===== src/rtl/atomic_resv_pkg.sv =====
// Shared types and helpers for the atomic reservation unit.
// Assumes byte addressing with at most 64-bit items.
package atomic_resv_pkg;

    typedef enum logic {
        OP_LOAD_LOCKED = 1'b0,
        OP_STORE_COND  = 1'b1
    } resv_op_e;

    // Natural-alignment test on the three lowest address bits.
    function automatic logic is_misaligned(input logic wide, input logic [2:0] lsb);
        return wide ? (lsb != 3'd0) : (lsb[1:0] != 2'd0);
    endfunction

endpackage


===== src/rtl/atomic_resv_align.sv =====
// Alignment checker: flags an access whose address is not a multiple of its size.
// Assumes only 4-byte and 8-byte items; purely combinational.
module atomic_resv_align #(
    parameter int AW = 32
) (
    input  logic          wide,
    input  logic [AW-1:0] addr,
    output logic          misaligned
);
    import atomic_resv_pkg::*;

    // Decode the low address bits against the access size.
    always_comb begin
        misaligned = is_misaligned(wide, addr[2:0]);
    end

endmodule


===== src/rtl/atomic_resv_tracker.sv =====
// Reservation tracker: holds the lock flag and the recorded address block.
// Assumes arm and drop never coincide (they come from one accepted request).
// Arming wins over a same-cycle snoop; the snoop compares the old block only.
module atomic_resv_tracker #(
    parameter int AW        = 32,
    parameter int BLK_BYTES = 16
) (
    input  logic          clk,
    input  logic          rst_n,
    input  logic          arm,
    input  logic [AW-1:0] arm_addr,
    input  logic          drop,
    input  logic          snoop_valid,
    input  logic [AW-1:0] snoop_addr,
    output logic          flag
);
    localparam int BLK_LSB = $clog2(BLK_BYTES);

    logic [AW-1:BLK_LSB] resv_blk;
    logic                snoop_hit;

    // Conflict test between an observed write and the recorded block.
    always_comb begin
        snoop_hit = snoop_valid && flag && (snoop_addr[AW-1:BLK_LSB] == resv_blk);
    end

    // Flag and block register: arm, then clear on store or conflict.
    always_ff @(posedge clk) begin
        if (!rst_n) begin
            flag     <= 1'b0;
            resv_blk <= '0;
        end else if (arm) begin
            flag     <= 1'b1;
            resv_blk <= arm_addr[AW-1:BLK_LSB];
        end else if (drop || snoop_hit) begin
            flag     <= 1'b0;
        end
    end

endmodule


===== src/rtl/atomic_resv_store_gate.sv =====
// Store gate and responder: launches the conditional write and pulses results.
// Assumes accept is only raised while no write is outstanding (busy low).
module atomic_resv_store_gate #(
    parameter int AW = 32,
    parameter int DW = 64
) (
    input  logic            clk,
    input  logic            rst_n,
    input  logic            accept,
    input  logic            is_store,
    input  logic            wide,
    input  logic            misaligned,
    input  logic            flag,
    input  logic [AW-1:0]   addr,
    input  logic [DW-1:0]   src,
    input  logic            mem_wr_ready,
    output logic            busy,
    output logic            mem_wr_valid,
    output logic [AW-1:0]   mem_wr_addr,
    output logic [DW-1:0]   mem_wr_data,
    output logic [DW/8-1:0] mem_wr_strb,
    output logic            rsp_valid,
    output logic [DW-1:0]   rsp_data,
    output logic            rsp_err
);
    localparam int SB      = DW / 8;
    localparam int HB      = SB / 2;
    localparam int HW      = DW / 2;
    localparam int LANE_AB = $clog2(SB) - 1;

    logic            launch;
    logic [DW-1:0]   nxt_data;
    logic [SB-1:0]   nxt_strb;

    // Decide whether this accepted request becomes a memory write.
    always_comb begin
        launch = accept && is_store && !misaligned && flag;
    end

    // Place the payload on byte lanes according to size and address.
    always_comb begin
        if (wide) begin
            nxt_data = src;
            nxt_strb = '1;
        end else begin
            nxt_data = {src[HW-1:0], src[HW-1:0]};
            nxt_strb = addr[LANE_AB] ? {{HB{1'b1}}, {HB{1'b0}}}
                                     : {{HB{1'b0}}, {HB{1'b1}}};
        end
    end

    // Write-request register held until the handshake completes.
    always_ff @(posedge clk) begin
        if (!rst_n) begin
            mem_wr_valid <= 1'b0;
            mem_wr_addr  <= '0;
            mem_wr_data  <= '0;
            mem_wr_strb  <= '0;
        end else if (mem_wr_valid && mem_wr_ready) begin
            mem_wr_valid <= 1'b0;
        end else if (launch) begin
            mem_wr_valid <= 1'b1;
            mem_wr_addr  <= addr;
            mem_wr_data  <= nxt_data;
            mem_wr_strb  <= nxt_strb;
        end
    end

    // Response pulse: success after handshake, otherwise right after acceptance.
    always_ff @(posedge clk) begin
        if (!rst_n) begin
            rsp_valid <= 1'b0;
            rsp_data  <= '0;
            rsp_err   <= 1'b0;
        end else begin
            rsp_valid <= 1'b0;
            rsp_data  <= '0;
            rsp_err   <= 1'b0;
            if (mem_wr_valid && mem_wr_ready) begin
                rsp_valid <= 1'b1;
                rsp_data  <= {{(DW-1){1'b0}}, 1'b1};
            end else if (accept && !launch) begin
                rsp_valid <= 1'b1;
                rsp_err   <= misaligned;
            end
        end
    end

    assign busy = mem_wr_valid;

endmodule


===== src/rtl/atomic_resv_unit.sv =====
// Top of the atomic reservation unit: one request port, a snoop port,
// a memory write port and a response pulse. Assumes one request at a time;
// requests stall (req_ready low) while a conditional write is outstanding.
module atomic_resv_unit #(
    parameter int AW        = 32,
    parameter int DW        = 64,
    parameter int BLK_BYTES = 16
) (
    input  logic            clk,
    input  logic            rst_n,
    input  logic            req_valid,
    output logic            req_ready,
    input  logic            req_op,
    input  logic            req_wide,
    input  logic [AW-1:0]   req_addr,
    input  logic [DW-1:0]   req_src,
    input  logic            snoop_valid,
    input  logic [AW-1:0]   snoop_addr,
    output logic            mem_wr_valid,
    input  logic            mem_wr_ready,
    output logic [AW-1:0]   mem_wr_addr,
    output logic [DW-1:0]   mem_wr_data,
    output logic [DW/8-1:0] mem_wr_strb,
    output logic            rsp_valid,
    output logic [DW-1:0]   rsp_data,
    output logic            rsp_err
);
    import atomic_resv_pkg::*;

    logic     busy;
    logic     accept;
    logic     misaligned;
    logic     flag;
    logic     arm;
    logic     drop;
    resv_op_e op;

    // Request acceptance and decode of the operation.
    always_comb begin
        op        = resv_op_e'(req_op);
        req_ready = !busy;
        accept    = req_valid && !busy;
        arm       = accept && (op == OP_LOAD_LOCKED) && !misaligned;
        drop      = accept && (op == OP_STORE_COND);
    end

    atomic_resv_align #(.AW(AW)) u_align (
        .wide       (req_wide),
        .addr       (req_addr),
        .misaligned (misaligned)
    );

    atomic_resv_tracker #(.AW(AW), .BLK_BYTES(BLK_BYTES)) u_track (
        .clk         (clk),
        .rst_n       (rst_n),
        .arm         (arm),
        .arm_addr    (req_addr),
        .drop        (drop),
        .snoop_valid (snoop_valid),
        .snoop_addr  (snoop_addr),
        .flag        (flag)
    );

    atomic_resv_store_gate #(.AW(AW), .DW(DW)) u_gate (
        .clk          (clk),
        .rst_n        (rst_n),
        .accept       (accept),
        .is_store     (op == OP_STORE_COND),
        .wide         (req_wide),
        .misaligned   (misaligned),
        .flag         (flag),
        .addr         (req_addr),
        .src          (req_src),
        .mem_wr_ready (mem_wr_ready),
        .busy         (busy),
        .mem_wr_valid (mem_wr_valid),
        .mem_wr_addr  (mem_wr_addr),
        .mem_wr_data  (mem_wr_data),
        .mem_wr_strb  (mem_wr_strb),
        .rsp_valid    (rsp_valid),
        .rsp_data     (rsp_data),
        .rsp_err      (rsp_err)
    );

endmodule


===== config.mk =====
export PLATFORM = sky130hd
export DESIGN_NAME = atomic_resv_unit
export DESIGN_NICKNAME = d
export VERILOG_FILES = /design/src/rtl/atomic_resv_pkg.sv /design/src/rtl/atomic_resv_align.sv /design/src/rtl/atomic_resv_tracker.sv /design/src/rtl/atomic_resv_store_gate.sv /design/src/rtl/atomic_resv_unit.sv
export SDC_FILE = /design/constraint.sdc
export NUM_CORES = 1
export LEC_CHECK = 0
export BUFFER_PORTS_ARGS = -buffer_cell sky130_fd_sc_hd__clkbuf_2
export CAP_MARGIN = 10
export CORE_UTILIZATION = 40
export CTS_BUF_LIST = sky130_fd_sc_hd__clkbuf_8 sky130_fd_sc_hd__clkbuf_16
export DETAILED_ROUTE_END_ITERATION = 10
export GPL_TIMING_DRIVEN = 0
export PLACE_DENSITY = 0.71
export SYNTH_ARGS = -nofsm -noshare
export SYNTH_HDL_FRONTEND = slang
export SYNTH_HIERARCHICAL = 1
export SYNTH_SLANG_ARGS = --single-unit

===== constraint.sdc =====
create_clock -name clk -period 3.98 [get_ports clk]
set_input_delay 0.597 -clock clk [delete_from_list [all_inputs] [get_ports clk]]
set_output_delay 0.597 -clock clk [all_outputs]
set_load 0.01 [all_outputs]

# Yosys cells after proc, flatten, opt, wreduce, memory -nomap -nowiden
# Index checks and enable logic that the tools add are counted.
# word_totals
ff_bits	200
in_bits	135
output_inout_bits	172
word_cells	43
# op_classes
n_eq_ne	1
muxes	9
bitwise_logic	4
reduce_logical	20
# op_table
operator	count
two-way mux 64 bit	1
== test 28 bit	1
two-way mux 8 bit	2
logical AND 1 bit	10
two-way mux 1 bit	6
NOT 1 bit	4
nonzero test 2 bit	2
logical NOT 1 bit	3
nonzero test 3 bit	1
OR reduction 3 bit	1
AND reduction 2 bit	1
OR reduction 2 bit	1
logical OR 1 bit	1

# Depth between registers and ports, before layout
# logic_depth
depth_word	9
ltp_mapped	8
ltp_nobuf	5

# By module
# Netlist, hierarchy kept.
# modules_own_cells
module	n_inst	cells_per_inst	area_per_inst_um2	seq_area_each_um2
atomic_resv_store_gate	1	525	4749.6	2042.0
atomic_resv_tracker	1	132	1390.1	580.6
atomic_resv_unit	1	4	37.5	0.0
atomic_resv_align	1	1	8.8	0.0

# Worst setup path after synthesis
# OpenSTA, ideal clock, no wires.
# synth_timing
kind	input-to-reg
from	input port req_addr[2]
to	register u_gate.mem_wr_addr[21]
setup_ns	0.072
arrival_time_ns	1.939
required_time_ns	3.908
path_slack_ns	1.970
stages	8
n_path_buf	4
path_cell_list	a211o_1 -> and4b_1 -> buf_2 -> and2_4 -> buf_6 -> buf_6 -> buf_6 -> mux2i_1
# synth_via
elab_chain_len	6
# synth_lines
element	line	rtl
from (decl)	atomic_resv_unit.sv:15	input logic [AW-1:0] req_addr,
nonzero test 3 bit	atomic_resv_pkg.sv:12	return wide ? (lsb != 3'd0) : (lsb[1:0] != 2'd0);
two-way mux 1 bit	atomic_resv_pkg.sv:12	
logical NOT 1 bit	atomic_resv_store_gate.sv:37	launch = accept && is_store && !misaligned && flag;
logical AND 1 bit (2 in series)	atomic_resv_store_gate.sv:37	
AND reduction 2 bit (no source line)	--	
to (signal assigned)	atomic_resv_store_gate.sv:63	mem_wr_addr <= addr;
to (decl)	atomic_resv_store_gate.sv:19	output logic [AW-1:0] mem_wr_addr,
# No other way between the ends.
# A chain may end at the register's enable or synchronous reset.

# Worst setup path in the final report
# layout_timing
from	input port req_addr[2]
to	register u_gate.mem_wr_data[19]
# layout_via
elab_chain_len	6
# layout_lines
element	line	rtl
nonzero test 3 bit	atomic_resv_pkg.sv:12	
two-way mux 1 bit	atomic_resv_pkg.sv:12	
via misaligned	atomic_resv_unit.sv:32	logic misaligned;
logical NOT 1 bit	atomic_resv_store_gate.sv:37	
logical AND 1 bit (2 in series)	atomic_resv_store_gate.sv:37	
AND reduction 2 bit (no source line)	--	
to (signal assigned)	atomic_resv_store_gate.sv:64	mem_wr_data <= nxt_data;
to (decl)	atomic_resv_store_gate.sv:20	output logic [DW-1:0] mem_wr_data,
# The timed path passes the listed nets, and every way through them passes these cells.

==> flow_summary.yaml <==
outcome:
  status: "completed"
clock_network:
  clk_pin_slew_ns: 0.06
  cts_tree: "done"
  cts_setup_buffers: 0
  insertion_delay_ns: 0.42
  clockBufferDepth: 2
  htree_levels: 4
  clock_sinks: 131
  cts_hold_buf: 0
  cts_resized: 0
  cts_buffers: 17
  cts-root-buf: "clkbuf_16"
yosys:
  ys_ff_latch: 131
  synth_commonest_cells: "dfxtp_1 (131), nand2_1 (99), mux2i_1 (93)"
  syn_area_um2: 6190
  yosys_warnings: 6
  yosys.cell_types.count: 30
  synthArstFlopShare: 0
  netlist_instances: 662
  synth_most_common_cell: "dfxtp_1"
  synth_top_area_frac: 0.424
  synth_edf_count: 0
  syn_area_per_cell_um2: 9.34
  synth_area_leaders: "dfxtp_1 (42%), mux2i_1 (15%), buf_4 (9.0%)"
  synth_top_cell_by_area: "dfxtp_1"
  synthFlopType: "dfxtp_1"
  ys_seq_area_frac: 0.424
pwr:
  power_density_nw_per_um2: 370
  swShare: 0.239
  p_leak_nw: 4.27
  power_frac_clock: 0.483
  total_power_mw: 3.12
  p_seq_frac: 0.425
  internal_power_mw: 2.37
  switchingPower_mw: 0.746
  vdd_ir_drop_max_mv: 0.275
  combPwrFrac: 0.092
setup_path:
  reg2reg_depth: 7
  crit_type: "input port to flop"
  critPathLaunchType: "input port"
  cp-end-kind: "flop"
  worstReg2RegStart: "u_gate/busy"
  critPathRequiredTime_ns: 4.32
  crit_fanout: 10
  regToRegEndpoint: "u_gate/mem_wr_data[19]"
  worst_ep_arrival_time_ns: 2.44
  rrSetupSlack_ns: 1.93
global_route:
  grt_max_degree: 17
  grt_usage: 0.232
  grt_pass1_wl_mm: 28.2
  grt.overflow.total: 0
  grt_pass1_vias: 5208
  antenna_found_initial: 0
timing:
  drv_slew: 0
  relSlewSlack: 0.571
  max_freq_mhz: 476
  setup_viol: 0
  hold_slack_ns: 0.420
  fin_crit_ns: 2.10
  rsz0062_at_grt: "false"
  max_slew.worst_pin.slew_ns: 0.643
  fin_skew_ns: 0.00535
  finalSetupTns_ns: 0
  timing.final.crit_share: 0.528
  finalHoldViolCount: 0
floorplan:
  num_rows: 45
  coreArea_um2: 15100
  fp.dieW_um: 126
  io_pins: 307
  start_util: 0.408
  design.die.area_um2: 16000
  dieHeight_um: 126
placed_design:
  gp_routability_congestion: 0.799
  dp.final_hpwl_mm: 14.2
  portBuffers: 238
  dpl_cell_area_um2: 7850
  placedCellCount: 1150
cells_and_area:
  drive_gt1_frac: 0.363
  layout.nets: 1116
  fin_cells: 1182
  area_growth_pct: 36.0
  final_area_um2: 8420
  fillers: 1452
route:
  drc: 0
  drt_first_pass_iters: 5
  drt-initial-drc-count: 324
  drt-total-wl_mm: 18.5
  wire_per_inst_um: 15.6
  vias: 5656
  vias_per_cell: 4.79
  postRouteAntennaNets: 0
worst_hold_path:
  min_from: "req_addr[20]"
  hold_depth: 3
  hold_path_class: "input port to flop"
  min_to: "u_gate/mem_wr_addr[20]"
job:
  maxCapViolations: 0
[worst max-delay path, cell delays in order]
cell and delay, ns:
clkbuf_2 0.15, a211o_1 0.35, and4b_1 0.27, buf_2 0.18, buf_4 0.21, clkbuf_1 0.39
nand4_1 0.16, o21ai_0 0.12
[cells in the final DEF, fill, tap and decap left out, types with 17 or more instances in the layout]
| cell type | instances |
|---|---|
| clkbuf_2 | 238 |
| dfxtp_1 | 131 |
| nand2_1 | 99 |
| mux2i_1 | 93 |
| buf_4 | 74 |
| conb_1 | 63 |
| nand4_1 | 38 |
| clkbuf_1 | 37 |
| nand3_1 | 33 |
| o211a_1 | 33 |
| o21ai_0 | 31 |
| nor2b_1 | 29 |
| clkbuf_16 | 17 |
| xnor2_1 | 17 |
[cells by family (layout without fill, tap and decap cells)]
kind of cell,Yosys count,in the layout,synth area share
AO/OA/AOI/OAI,70,70,0.0850
XOR/XNOR,28,28,0.0396
buffers and inverters,127,396,0.129
flip-flops,131,131,0.424
multiplexers,93,93,0.150
other,1,64,0.000606
AND/OR/NAND/NOR,212,212,0.172
[metrics by stage]
step                       util  worst slack, ns
final                     0.556             1.88
after detailed placement  0.518             1.45
after global routing      0.555             1.78
after floorplan               -             1.97
after global placement    0.518             1.42
after CTS                 0.555             1.88
[routing by layer]
layer	vias to the layer above	wire [um]	GRT usage
met4	0	432	0.104
li1	2791	-	-
met5	-	0	0
met1	2573	7710	0.273
met3	31	1410	0.0645
met2	261	8910	0.392
[final cells by class]
class,instances,area [um2],area share
plain buffers,125,790,0.0938
clock inverters,14,143,0.0169
diodes,1,2.50,0.000297
inverters,2,7.51,0.000892
well taps,188,235,0.0280
clock buffers,17,425,0.0506
repair buffers,238,1190,0.142
multi-input cells,466,3000,0.356
flip-flops and latches,131,2620,0.312
[worst max path at each step]
stage,end,start,cells past startpoint
floorplan,u_gate/mem_wr_addr[21],req_addr[2],8
global placement,u_gate/mem_wr_data[61],req_addr[2],7
detailed placement,u_gate/mem_wr_addr[28],req_addr[2],9
CTS,u_gate/mem_wr_addr[28],req_addr[2],9
global route,u_gate/mem_wr_data[24],u_gate/busy,7
finish,u_gate/mem_wr_data[19],req_addr[2],8
[flip-flops by register name (all words and copies together), names as in the netlist]
signal	flops
u_gate/mem_wr_data	64
u_gate/mem_wr_addr	32
u_track/resv_blk	28
u_gate/mem_wr_strb	2
u_gate/busy	1
u_gate/rsp_data	1
u_gate/rsp_err	1
u_gate/rsp_valid	1
u_track/flag	1
[power by group through the flow]
stage,logic [mW],clock network (mW),registers [mW]
global placement,0.284,0,1.35
finish,0.288,1.50,1.32
detailed placement,0.286,0,1.35
global route,0.314,1.59,1.33
CTS,0.287,1.53,1.32
floorplan,0.171,0,1.35
(Power assumes the default switching activity.)
